==> src/rtl/bat_pkg.sv <==
package bat_pkg;

  typedef enum logic {
    FMT_STANDARD = 1'b0,
    FMT_LEGACY   = 1'b1
  } bat_fmt_e;

  // Liveness of one pair under the selected register layout.
  function automatic logic pair_live(
    input bat_fmt_e fmt,
    input logic     lower_v,
    input logic     sup_ok,
    input logic     usr_ok,
    input logic     user
  );
    if (fmt == FMT_LEGACY) return lower_v;
    return (sup_ok && !user) || (usr_ok && user);
  endfunction

endpackage

==> src/rtl/bat_regfile.sv <==
module bat_regfile #(
  parameter int AW    = 32,
  parameter int NPAIR = 4
) (
  input  logic                          clk,
  input  logic                          rst_n,
  input  logic                          we,
  input  logic [$clog2(NPAIR)-1:0]      pair,
  input  logic                          upper_sel,
  input  logic [AW-1:0]                 wdata,
  output logic [NPAIR-1:0][AW-1:0]      upper_q,
  output logic [NPAIR-1:0][AW-1:0]      lower_q
);

  for (genvar k = 0; k < NPAIR; k++) begin : gen_pair
    logic hit_k;
    assign hit_k = we && (pair == k);

    always_ff @(posedge clk or negedge rst_n) begin
      if (!rst_n) begin
        upper_q[k] <= '0;
        lower_q[k] <= '0;
      end else if (hit_k) begin
        if (upper_sel) upper_q[k] <= wdata;
        else           lower_q[k] <= wdata;
      end
    end

    AST_WRITE_LANDS_UP: assert property (@(posedge clk) disable iff (!rst_n)
      (we && pair == k && upper_sel) |=> (upper_q[k] == $past(wdata)));
    AST_WRITE_LANDS_LO: assert property (@(posedge clk) disable iff (!rst_n)
      (we && pair == k && !upper_sel) |=> (lower_q[k] == $past(wdata)));
  end

endmodule

==> src/rtl/bat_pair_match.sv <==
module bat_pair_match
  import bat_pkg::*;
#(
  parameter int IDXW = 15,
  parameter int MSKW = 11
) (
  input  logic [IDXW-1:0] blk_idx,
  input  logic [MSKW-1:0] blk_mask,
  input  logic            sup_ok,
  input  logic            usr_ok,
  input  logic [IDXW-1:0] pbn,
  input  logic            lower_v,
  input  bat_fmt_e        fmt,
  input  logic            user,
  input  logic [IDXW-1:0] ea_hi,
  output logic            hit,
  output logic [IDXW-1:0] pa_hi
);

  localparam int PADW = IDXW - MSKW;

  logic [IDXW-1:0] ign;
  logic            live;

  assign ign = {{PADW{1'b0}}, blk_mask};

  always_comb begin
    live  = pair_live(fmt, lower_v, sup_ok, usr_ok, user);
    hit   = live && (((ea_hi ^ blk_idx) & ~ign) == '0);
    pa_hi = (pbn & ~ign) | (ea_hi & ign);
  end

endmodule

==> src/rtl/bat_priority_sel.sv <==
module bat_priority_sel #(
  parameter int NPAIR = 4,
  parameter int IDXW  = 15
) (
  input  logic [NPAIR-1:0]            match,
  input  logic [NPAIR-1:0][IDXW-1:0]  cand,
  output logic                        any,
  output logic [IDXW-1:0]             pick
);

  // Scan from the top down so the lowest-numbered match is written last.
  always_comb begin
    any  = 1'b0;
    pick = '0;
    for (int k = NPAIR - 1; k >= 0; k--) begin
      if (match[k]) begin
        any  = 1'b1;
        pick = cand[k];
      end
    end
  end

endmodule

==> src/rtl/bat_xlate_matcher.sv <==
module bat_xlate_matcher
  import bat_pkg::*;
#(
  parameter int AW    = 32,
  parameter int IDXW  = 15,
  parameter int MSKW  = 11,
  parameter int NPAIR = 4
) (
  input  logic                     clk,
  input  logic                     rst_n,
  input  logic                     xlat_en,
  input  logic                     cfg_legacy,
  input  logic                     cfg_we,
  input  logic                     cfg_instr_set,
  input  logic [$clog2(NPAIR)-1:0] cfg_pair,
  input  logic                     cfg_upper,
  input  logic [AW-1:0]            cfg_wdata,
  input  logic                     req_valid,
  output logic                     req_ready,
  input  logic [AW-1:0]            req_ea,
  input  logic                     req_user,
  input  logic                     req_instr,
  output logic                     rsp_valid,
  input  logic                     rsp_ready,
  output logic [AW-1:0]            rsp_pa,
  output logic                     rsp_hit,
  output logic                     rsp_miss
);

  localparam int OFFW  = AW - IDXW;
  localparam int NSET  = 2;
  localparam int MLO   = 2;
  localparam int MHI   = MSKW + 1;
  localparam int GAPW  = OFFW - MHI - 1;

  // Register banks: index 1 instruction, index 0 data.
  logic [NSET-1:0][NPAIR-1:0][AW-1:0] up_q;
  logic [NSET-1:0][NPAIR-1:0][AW-1:0] lo_q;

  for (genvar s = 0; s < NSET; s++) begin : gen_set
    logic we_s;
    assign we_s = cfg_we && (cfg_instr_set == s[0]);

    bat_regfile #(.AW(AW), .NPAIR(NPAIR)) u_regs (
      .clk       (clk),
      .rst_n     (rst_n),
      .we        (we_s),
      .pair      (cfg_pair),
      .upper_sel (cfg_upper),
      .wdata     (cfg_wdata),
      .upper_q   (up_q[s]),
      .lower_q   (lo_q[s])
    );
  end

  // Searched bank.
  logic [NPAIR-1:0][AW-1:0] up_s;
  logic [NPAIR-1:0][AW-1:0] lo_s;
  assign up_s = req_instr ? up_q[1] : up_q[0];
  assign lo_s = req_instr ? lo_q[1] : lo_q[0];

  bat_fmt_e        fmt;
  logic [IDXW-1:0] ea_hi;
  assign fmt   = cfg_legacy ? FMT_LEGACY : FMT_STANDARD;
  assign ea_hi = req_ea[AW-1 -: IDXW];

  logic [NPAIR-1:0]           match;
  logic [NPAIR-1:0][IDXW-1:0] cand;

  for (genvar k = 0; k < NPAIR; k++) begin : gen_cmp
    logic [GAPW-1:0] unused_up_gap;
    logic [OFFW-2:0] unused_lo_gap;
    assign unused_up_gap = up_s[k][OFFW-1:MHI+1];
    assign unused_lo_gap = lo_s[k][OFFW-1:1];

    bat_pair_match #(.IDXW(IDXW), .MSKW(MSKW)) u_cmp (
      .blk_idx  (up_s[k][AW-1 -: IDXW]),
      .blk_mask (up_s[k][MHI:MLO]),
      .sup_ok   (up_s[k][1]),
      .usr_ok   (up_s[k][0]),
      .pbn      (lo_s[k][AW-1 -: IDXW]),
      .lower_v  (lo_s[k][0]),
      .fmt      (fmt),
      .user     (req_user),
      .ea_hi    (ea_hi),
      .hit      (match[k]),
      .pa_hi    (cand[k])
    );
  end

  logic            any_hit;
  logic [IDXW-1:0] pick_hi;

  bat_priority_sel #(.NPAIR(NPAIR), .IDXW(IDXW)) u_pick (
    .match (match),
    .cand  (cand),
    .any   (any_hit),
    .pick  (pick_hi)
  );

  // Result for the request now on the input.
  logic [AW-1:0] nxt_pa;
  logic          nxt_hit;
  logic          nxt_miss;

  always_comb begin
    nxt_pa   = req_ea;
    nxt_hit  = 1'b0;
    nxt_miss = 1'b0;
    if (xlat_en) begin
      if (any_hit) begin
        nxt_pa  = {pick_hi, req_ea[OFFW-1:0]};
        nxt_hit = 1'b1;
      end else begin
        nxt_pa   = '0;
        nxt_miss = 1'b1;
      end
    end
  end

  // Output stage with back-pressure.
  assign req_ready = !rsp_valid || rsp_ready;

  always_ff @(posedge clk or negedge rst_n) begin
    if (!rst_n) begin
      rsp_valid <= 1'b0;
      rsp_pa    <= '0;
      rsp_hit   <= 1'b0;
      rsp_miss  <= 1'b0;
    end else if (req_ready) begin
      rsp_valid <= req_valid;
      if (req_valid) begin
        rsp_pa   <= nxt_pa;
        rsp_hit  <= nxt_hit;
        rsp_miss <= nxt_miss;
      end
    end
  end

  AST_TAKE_THEN_PRESENT: assert property (@(posedge clk) disable iff (!rst_n)
    (req_valid && req_ready) |=> rsp_valid);
  AST_STALL_HOLDS: assert property (@(posedge clk) disable iff (!rst_n)
    (rsp_valid && !rsp_ready) |=> (rsp_valid && $stable(rsp_pa) && $stable(rsp_hit) && $stable(rsp_miss)));
  AST_BYPASS_IDENTITY: assert property (@(posedge clk) disable iff (!rst_n)
    (req_valid && req_ready && !xlat_en) |=> (rsp_pa == $past(req_ea) && !rsp_hit && !rsp_miss));
  AST_OFFSET_PASSES: assert property (@(posedge clk) disable iff (!rst_n)
    (req_valid && req_ready && xlat_en) |=> (rsp_hit || rsp_miss));
  AST_HIT_OFFSET: assert property (@(posedge clk) disable iff (!rst_n)
    (req_valid && req_ready && xlat_en && any_hit) |=> (rsp_pa[OFFW-1:0] == $past(req_ea[OFFW-1:0])));
  AST_HIT_MISS_EXCL: assert property (@(posedge clk) disable iff (!rst_n)
    rsp_valid |-> !(rsp_hit && rsp_miss));

endmodule

==> config.mk <==
export PLATFORM = sky130hd
export DESIGN_NAME = bat_xlate_matcher
export DESIGN_NICKNAME = d
export VERILOG_FILES = /design/src/rtl/bat_pkg.sv /design/src/rtl/bat_regfile.sv /design/src/rtl/bat_pair_match.sv /design/src/rtl/bat_priority_sel.sv /design/src/rtl/bat_xlate_matcher.sv
export SDC_FILE = /design/constraint.sdc
export NUM_CORES = 1
export LEC_CHECK = 0
export BUFFER_PORTS_ARGS = -buffer_cell sky130_fd_sc_hd__buf_4
export CAP_MARGIN = 40
export CORE_MARGIN = 1.5
export CORE_UTILIZATION = 30
export DETAILED_ROUTE_END_ITERATION = 7
export PLACE_DENSITY = 0.55
export SKIP_CTS_REPAIR_TIMING = 1
export SYNTH_ARGS = -nofsm -noshare
export SYNTH_HDL_FRONTEND = slang
export SYNTH_HIERARCHICAL = 1
export SYNTH_SLANG_ARGS = --single-unit
==> constraint.sdc <==
create_clock -name clk -period 2.8 [get_ports clk]
set_input_delay 0.56 -clock clk [delete_from_list [all_inputs] [get_ports clk]]
set_output_delay 0.56 -clock clk [all_outputs]
set_load 0.02 [all_outputs]
==> results of run 1 <==
[routing by layer]
layer | track usage | part of all wire
met3 | 0.0225 | 0.030
met5 | 0 | 0
met2 | 0.270 | 0.49
met1 | 0.212 | 0.45
met4 | 0.0480 | 0.025
[through the flow]
| step | setup TNS (ns) | cell area (um^2) |
|---|---|---|
| after floorplan | -20.36 | 19100 |
| after global placement | -27.12 | 21300 |
| after detailed placement | -28.71 | 21300 |
| after CTS | -8.66 | 22700 |
| after global routing | -7.14 | 23300 |
| final | -4.42 | 23300 |
[state kept, by name (all words and copies together), names as in the netlist]
register                cells
gen_set.u_regs/lower_q    128
gen_set.u_regs/upper_q    224
rsp_hit                     1
rsp_miss                    1
rsp_pa                     32
rsp_valid                   1
[power by group through the flow]
stage,clock [uW],combinational (uW),sequential (uW)
floorplan,0,2650,7370
global placement,0,3860,7440
detailed placement,0,3930,7500
CTS,5780,3950,7410
global route,6010,4380,7580
finish,5580,4070,7420
[path summary, 6_finish.rpt]
| kind | from | depth (start not counted) | to | slack (ns) |
|---|---|---|---|---|
| hold / removal | rst_n | 2 | gen_set[1].u_regs/upper_q[51] | 0.05 |
| hold reg to reg | gen_set[0].u_regs/upper_q[0] | 1 | gen_set[0].u_regs/upper_q[0] | 0.48 |
| max in group asynchronous | rst_n | 2 | gen_set[0].u_regs/lower_q[94] | 1.96 |
| setup / recovery | req_instr | 15 | rsp_pa[23] | -0.16 |
| min in group clk | req_ea[3] | 2 | rsp_pa[3] | 0.19 |
| setup reg to reg | gen_set[0].u_regs/upper_q[22] | 11 | rsp_pa[12] | -0.16 |
[critical path, delay by kind of cell]
kind | cells | cell delay [ns]
AOI/OAI and AO/OA | 5 | 0.55
muxes | 1 | 0.36
buffers and inverters | 5 | 0.78
xor gates and xnor gates | 1 | 0.17
and+or+nand+nor | 3 | 0.98
[final cells by class]
| class | instances | area [um^2] | share of cell area |
|---|---|---|---|
| sequential | 387 | 9680 | 0.416 |
| multi-input combinational | 833 | 8920 | 0.383 |
| timing repair buffer | 256 | 2240 | 0.0961 |
| clock buffer | 64 | 1280 | 0.0548 |
| tap | 837 | 1050 | 0.0449 |
| clock inverter | 14 | 110 | 0.00473 |
| inverter | 7 | 26.3 | 0.00113 |
==> results.yml, run 1 <==
timing:
  rsz0062_at_grt: "true"
  period_needed_ns: 2.96
  timing.fmax_ghz: 0.338
  setup_viol: 33
  hold_viol_final: 0
  tightest_slew_ns: 0.950
  fin_crit_sh: 1.06
  finClkSkew_ns: 0.0222
  setup_ws_ns: -0.161
  whs_ns: 0.0506
  max_slew_margin: 0.366
  slew_violations: 0
clock_tree:
  root_buffer: "clkbuf_16"
  cts.sinks: 387
  cts_tree: "done"
  clk_pin_slew_ns: 0.06
  cts_inserted_buffers: 44
  h-tree-depth: 2
  clockBufferDepth: 3
  clk_latency_ns: 0.58
finish:
  antennaDiodeCount: 0
  final_common_cell: "mux2_2"
  fill_cells: 5963
  area_growth_pct: 23.0
  fin_nets: 1606
  final_cells: 2398
  final_util: 0.376
  drive_gt1_frac: 0.628
  most-common-layout-cells: "553 x mux2_2, 387 x dfrtp_1, 228 x buf_4"
power:
  switching_share: 0.270
  totalPowerFinal_uw: 17100
  power.density_mw_per_mm2: 733
  power_switching_uw: 4610
  seq_power_share: 0.435
  ir_worst_vdd_uv: 409
  pwr-share-clk: 0.327
  intPower_uw: 12500
  pwr-share-comb: 0.239
  leakage_uw: 0.0101
floorplanning:
  std_cell_rows: 91
  chipWidth_um: 254
  design.die.area_mm2: 0.0646
  io_pins: 113
  initial_core_util: 0.305
  core_mm2: 0.0621
  fp.dieH_um: 254
placed_design:
  dp_cells: 2300
  gp_congestion: 0.783
  port_buffers: 108
  dp_slack_ns: -0.890
  hpwl_um: 34000
setup_path:
  slowest_stage: "or4_4"
  critPathRequiredTime_ns: 3.25
  max_stage_delay_ns: 0.46
  arrival_ns: 3.41
  start_kind: "input pin"
  crit_path_cell_trace: "buf_16 -> buf_12 -> buf_16 -> mux2_2 -> xnor2_2 -> o221ai_2 -> or4_4 -> nor4_4 -> buf_4 -> nand2b_4 -> buf_6 -> o22ai_1 -> a21oi_2 -> a21oi_2 -> o21ai_1"
  crit_fanout: 11
  critPathCaptureType: "register"
  path_class: "in -> reg"
min_path:
  hp-class: "in -> async"
run_status:
  violations: "setup timing"
  status: "finished, violations left"
drt:
  vias: 11600
  vias_per_cell: 4.82
  drt_iter0_drc: 562
  first_pass_iters: 4
  antenna_left: 0
  wire_per_inst_um: 21.5
  routed_wl_um: 51700
  drc: 0
grt:
  grtUsageTotal: 0.160
  grt_pass1_vias: 12400
  grt_overflow: 0
  grt_max_degree: 143
  grt_pass1_wl_um: 77900
  grt_antenna_before_repair: 1
logic_synthesis:
  ys.warnings.count: 6
  avgSynthCellArea_um2: 14.2
  syn-instance-count: 1333
  syn-num-nets: 1410
  syn-cell-area_mm2: 0.0189
run:
  drv_cap: 0
No activity file was read; power rests on OpenSTA's default activity.
==> run 2: changes to the inputs <==
Settings changed: GPL_TIMING_DRIVEN from default to 0, PLACE_DENSITY 0.55 to default, PLACE_DENSITY_LB_ADDON from default to 0.08.
Clock period 2.8 ns to 3.54 ns, I/O delays scaled along.
==> run 2 against run 1 <==
Compared with the run above:
- the flow now finishes without violations
- worst hold slack improved by 0.029 ns
- critical endpoint is now rsp_pa[10]
- critical path depth rose by 1
- setup slack improved by 0.23 ns
- core utilization fell by 0.42 points
- sequential power fell by 21%
- critical path type unchanged
- largest cell class unchanged
- sequential cell count did not move
==> results.yml, run 2 (synthesized netlist as in run 1, its figures left out) <==
drt:
  drt_iter0_drc: 555
  vias: 11700
  antenna_left: 0
  vias_per_cell: 4.88
  drc: 0
  routed_wl_um: 64600
  wire_per_inst_um: 27.0
  first_pass_iters: 5
clock_tree:
  cts_inserted_buffers: 48
  h-tree-depth: 2
  cts_tree: "done"
  clockBufferDepth: 3
  root_buffer: "clkbuf_16"
  clk_latency_ns: 0.60
  clk_pin_slew_ns: 0.06
  cts.sinks: 387
finish:
  regMostFlops: "gen_set.u_regs/upper_q"
  most-common-layout-cells: "558 x mux2_2, 387 x dfrtp_1, 153 x buf_4"
  area_growth_pct: 21.7
  final_util: 0.371
  fin_nets: 1596
  final_cells: 2391
  final_common_cell: "mux2_2"
  drive_gt1_frac: 0.608
  design_area_mm2: 0.0230
  reg.largest.list: "gen_set.u_regs/upper_q: 224 flops, gen_set.u_regs/lower_q: 128 flops, rsp_pa: 32 flops"
  largest_register_ffs: 224
setup_path:
  critPathCaptureType: "register"
  crit_fanout: 10
  cp-endpoint: "rsp_pa[10]"
  path_class: "in -> reg"
  crit_start: "req_instr"
  r2r_start: "gen_set[1].u_regs/upper_q[17]"
  regToRegSetupSlack_ns: 0.27
  critPathRequiredTime_ns: 4.07
  start_kind: "input pin"
  ff2ff_path_depth: 12
  worstReg2RegEnd: "rsp_pa[25]"
  arrival_ns: 4.00
timing:
  max_slew_margin: 0.394
  hold_viol_final: 0
  setup_viol: 0
  tightest_slew_ns: 0.910
  setup_ws_ns: 0.0685
  slew_violations: 0
  setup-tns-final_ns: 0
  timing.fmax_ghz: 0.288
  period_needed_ns: 3.47
  finClkSkew_ns: 0.0259
  fin_crit_sh: 0.981
placed_design:
  dp_slack_ns: -1.42
  placed_cell_area_mm2: 0.0210
  port_buffers: 104
  gp_congestion: 0.761
  hpwl_um: 43600
  dp_cells: 2277
floorplanning:
  design.die.area_mm2: 0.0646
  core_mm2: 0.0621
  initial_core_util: 0.305
  chipWidth_um: 254
  io_pins: 113
  std_cell_rows: 91
  fp.dieH_um: 254
power:
  leakage_uw: 0.00994
  power.density_mw_per_mm2: 592
  ir_worst_vdd_uv: 335
grt:
  grt_pass1_wl_um: 92000
  grt_overflow: 0
  grt_pass1_vias: 12400
  grtUsageTotal: 0.202
  grt_antenna_before_repair: 0
  grt_max_degree: 113
min_path:
  hp-class: "in -> async"
run:
  drv_cap: 0
run_status:
  status: "finished clean"
run 2: cell count changes in the layout (fill, tap and decap cells not counted), moves of 7 or more:
cell     change
buf_6       +26
a21oi_1      +7
o21ai_1      -8
o22ai_2      -9
o22ai_1     +13
a21oi_2      -9
o21ai_0      +8
buf_2       +33
buf_4       -75
run 2: power breakdown:
part | leakage, uW | total [uW] | switching [uW] | internal, uW
Sequential | 0.00477 | 5860 | 452 | 5400
Clock | 0.000732 | 4650 | 1960 | 2690
Combinational | 0.00444 | 3140 | 1380 | 1760
run 2: worst min-delay path by stage:
stage / slack, ns / end
after floorplan: 0.41 / gen_set[0].u_regs/lower_q[0]
after global placement: 0.46 / gen_set[1].u_regs/upper_q[30]
after detailed placement: 0.47 / gen_set[1].u_regs/lower_q[20]
after CTS: 0.10 / gen_set[0].u_regs/lower_q[116]
after global routing: 0.13 / gen_set[0].u_regs/lower_q[116]
final: 0.08 / gen_set[0].u_regs/lower_q[116]
run 2: stage by stage:
stage,hold slack (ns),power (uW)
after floorplan,0.412,7910
after global placement,0.462,8880
after detailed placement,0.473,8980
after CTS,0.101,13700
after global routing,0.134,14300
final,0.0801,13600
run 2: cell type report:
type / count / area [um^2]
fill: 5965 / 39000
inverter: 7 / 26.3
multi-input combinational: 833 / 8730
antenna: 2 / 5.00
clock inverter: 14 / 77.6
clock buffer: 69 / 1380
buffer: 105 / 953
sequential: 387 / 9680
timing repair buffer: 137 / 1140
tap: 837 / 1050
run 2: critical path: stages:
cell      delay (ns)
clkbuf_8        0.14
buf_12          0.15
buf_8           0.20
mux2_2          0.39
xnor2_2         0.19
o22ai_1         0.15
or4_4           0.60
nor4_4          0.30
buf_4           0.17
nor2_1          0.05
nand2_2         0.09
and2b_1         0.22
nor3_4          0.22
buf_6           0.15
buf_6           0.11
a22o_1          0.13
run 2: metal layers:
layer	up-vias	GRT usage	wire, um
li1	5237	-	-
met1	6195	0.277	30200
met2	155	0.333	30900
met3	72	0.0254	2000
met4	0	0.0568	1490
met5	-	0	0
==> run 3: changes to the inputs <==
Settings changed: CORE_UTILIZATION 30 to 68.
==> run 3 against run 2 <==
Compared with the run above:
- the flow now finishes with violations (setup timing)
- sequential cell count unchanged
- global-route usage up 17 points
- count of clock-buffer cells in the layout down 6
- combinational power fell by 2%
- routed wire length decreased by 18%
- clock skew shrank 0.011 ns
- cell count down 21%
- non-clock buffer count fell by 18
- die area fell by 55%
- register-to-register slack about the same
- via count up 4.4%
- sequential power increased by 0.7%
- critical endpoint is now rsp_pa[21]
- largest cell class unchanged
- highest routed layer unchanged
==> results.yml, run 3 (synthesized netlist as in run 1, its figures left out) <==
grt:
  grt_antenna_before_repair: 1
  grtUsageTotal: 0.376
  grt_pass1_vias: 12600
  grt_overflow: 0
  grt_pass1_wl_um: 78800
  grt_max_degree: 120
setup_path:
  arrival_ns: 3.96
  start_kind: "input pin"
  crit_path_cell_trace: "clkbuf_8 -> buf_2 -> mux2_2 -> o22ai_1 -> or4_4 -> nor4_4 -> buf_4 -> inv_2 -> buf_4 -> o22ai_1 -> a21oi_2 -> a21oi_1 -> o21ai_0"
  path_class: "in -> reg"
  critPathCaptureType: "register"
  critPathRequiredTime_ns: 3.95
  crit_fanout: 10
  slowest_stage: "or4_4"
  max_stage_delay_ns: 0.60
placed_design:
  placed_cell_area_mm2: 0.0204
  gp_congestion: 0.892
  dp_slack_ns: -1.13
  hpwl_um: 34900
  port_buffers: 104
floorplanning:
  design.die.area_mm2: 0.0289
  chipWidth_um: 170
  std_cell_rows: 60
  initial_core_util: 0.697
  io_pins: 113
  core_mm2: 0.0272
  fp.dieH_um: 170
drt:
  drt_iter0_drc: 901
  vias: 12200
  antenna_left: 0
  routed_wl_um: 53300
  vias_per_cell: 6.43
  first_pass_iters: 5
  drc: 0
  wire_per_inst_um: 28.1
clock_tree:
  root_buffer: "clkbuf_16"
  h-tree-depth: 2
  cts.sinks: 387
  clk_pin_slew_ns: 0.06
  cts_tree: "done"
  clk_latency_ns: 0.54
  cts_inserted_buffers: 41
  clockBufferDepth: 3
power:
  seq_power_share: 0.447
  power_switching_uw: 3570
  pwr-share-comb: 0.232
  pwr-share-clk: 0.321
  totalPowerFinal_uw: 13200
  power.density_mw_per_mm2: 600
  leakage_uw: 0.00970
  ir_worst_vdd_uv: 425
  switching_share: 0.270
  intPower_uw: 9630
timing:
  setup_ws_ns: -0.0151
  setup-tns-final_ns: -0.0151
  period_needed_ns: 3.56
  timing.fmax_ghz: 0.281
  slew_violations: 0
  tightest_slew_ns: 0.800
  finClkSkew_ns: 0.0145
  hold_viol_final: 0
  fin_crit_sh: 1.00
  setup_viol: 1
  max_slew_margin: 0.466
finish:
  fin_nets: 1571
  final_common_cell: "mux2_2"
  area_growth_pct: 16.2
  regMostFlops: "gen_set.u_regs/upper_q"
  drive_gt1_frac: 0.591
  fill_cells: 1556
  largest_register_ffs: 224
  reg.largest.list: "gen_set.u_regs/upper_q: 224 flops, gen_set.u_regs/lower_q: 128 flops, rsp_pa: 32 flops"
  most-common-layout-cells: "559 x mux2_2, 387 x dfrtp_1, 141 x buf_4"
  antennaDiodeCount: 0
  design_area_mm2: 0.0220
run:
  drv_cap: 0
min_path:
  hp-class: "in -> async"
run_status:
  violations: "setup timing"
  status: "finished, violations left"
-- run 3: cell types whose count changed in the layout (fill, tap and decap cells not counted), sizes merged --
cell | before | now
bufinv | 0 | 1
clkbuf | 76 | 70
clkinvlp | 0 | 1
buf | 235 | 217
diode | 2 | 0
clkinv | 12 | 5
inv | 9 | 8
-- run 3: area by class of cell --
class	count	area, um^2	area share
inverter	7	26.3	0.00119
buffer	105	931	0.0423
tap	372	465	0.0211
sequential	387	9680	0.440
clock inverter	8	71.3	0.00324
timing repair buffer	119	971	0.0441
clock buffer	63	1250	0.0568
multi-input combinational	833	8610	0.391
-- run 3: power by group through the flow --
stage               Clock, uW  Combinational (uW)  Sequential [uW]
floorplan                   0                2080             5830
global placement            0                2830             5860
detailed placement          0                2940             5930
CTS                      4270                2970             5880
global route             4440                3230             6000
finish                   4240                3070             5900
-- run 3: critical path, delay by kind of cell --
kind            cells  cell delay [ns]
mux                 1             0.32
compound gates      5             0.76
buf+inv             5             1.13
simple gates        2             1.03
-- run 3: metrics by stage --
| stage | hold slack, ns | utilization | std cells |
|---|---|---|---|
| 2_1_floorplan | 0.412 | - | 1333 |
| 3_3_place_gp | 0.462 | 0.747 | 1809 |
| 3_5_place_dp | 0.470 | 0.751 | 1813 |
| 4_1_cts | 0.142 | 0.799 | 1884 |
| 5_1_grt | 0.156 | 0.810 | 1894 |
| 6_report | 0.124 | 0.810 | 1894 |
-- run 3: worst paths after layout --
path | depth (start not counted) | to | from | slack [ns]
setup reg to reg | 12 | rsp_pa[21] | gen_set[0].u_regs/upper_q[19] | 0.26
hold reg to reg | 1 | gen_set[1].u_regs/upper_q[30] | gen_set[1].u_regs/upper_q[30] | 0.48
hold / removal | 1 | gen_set[1].u_regs/lower_q[113] | rst_n | 0.12
min in group clk | 2 | rsp_pa[4] | req_ea[4] | 0.38
setup / recovery | 13 | rsp_pa[21] | req_instr | -0.02
max in group asynchronous | 3 | gen_set[0].u_regs/lower_q[53] | rst_n | 1.95
-- run 3: routing by layer --
layer	global-route usage	share of wire	vias to the layer above
li1	-	-	5174
met1	0.505	0.41	6339
met2	0.608	0.48	507
met3	0.0588	0.063	155
met4	0.171	0.052	0
met5	0	0	-
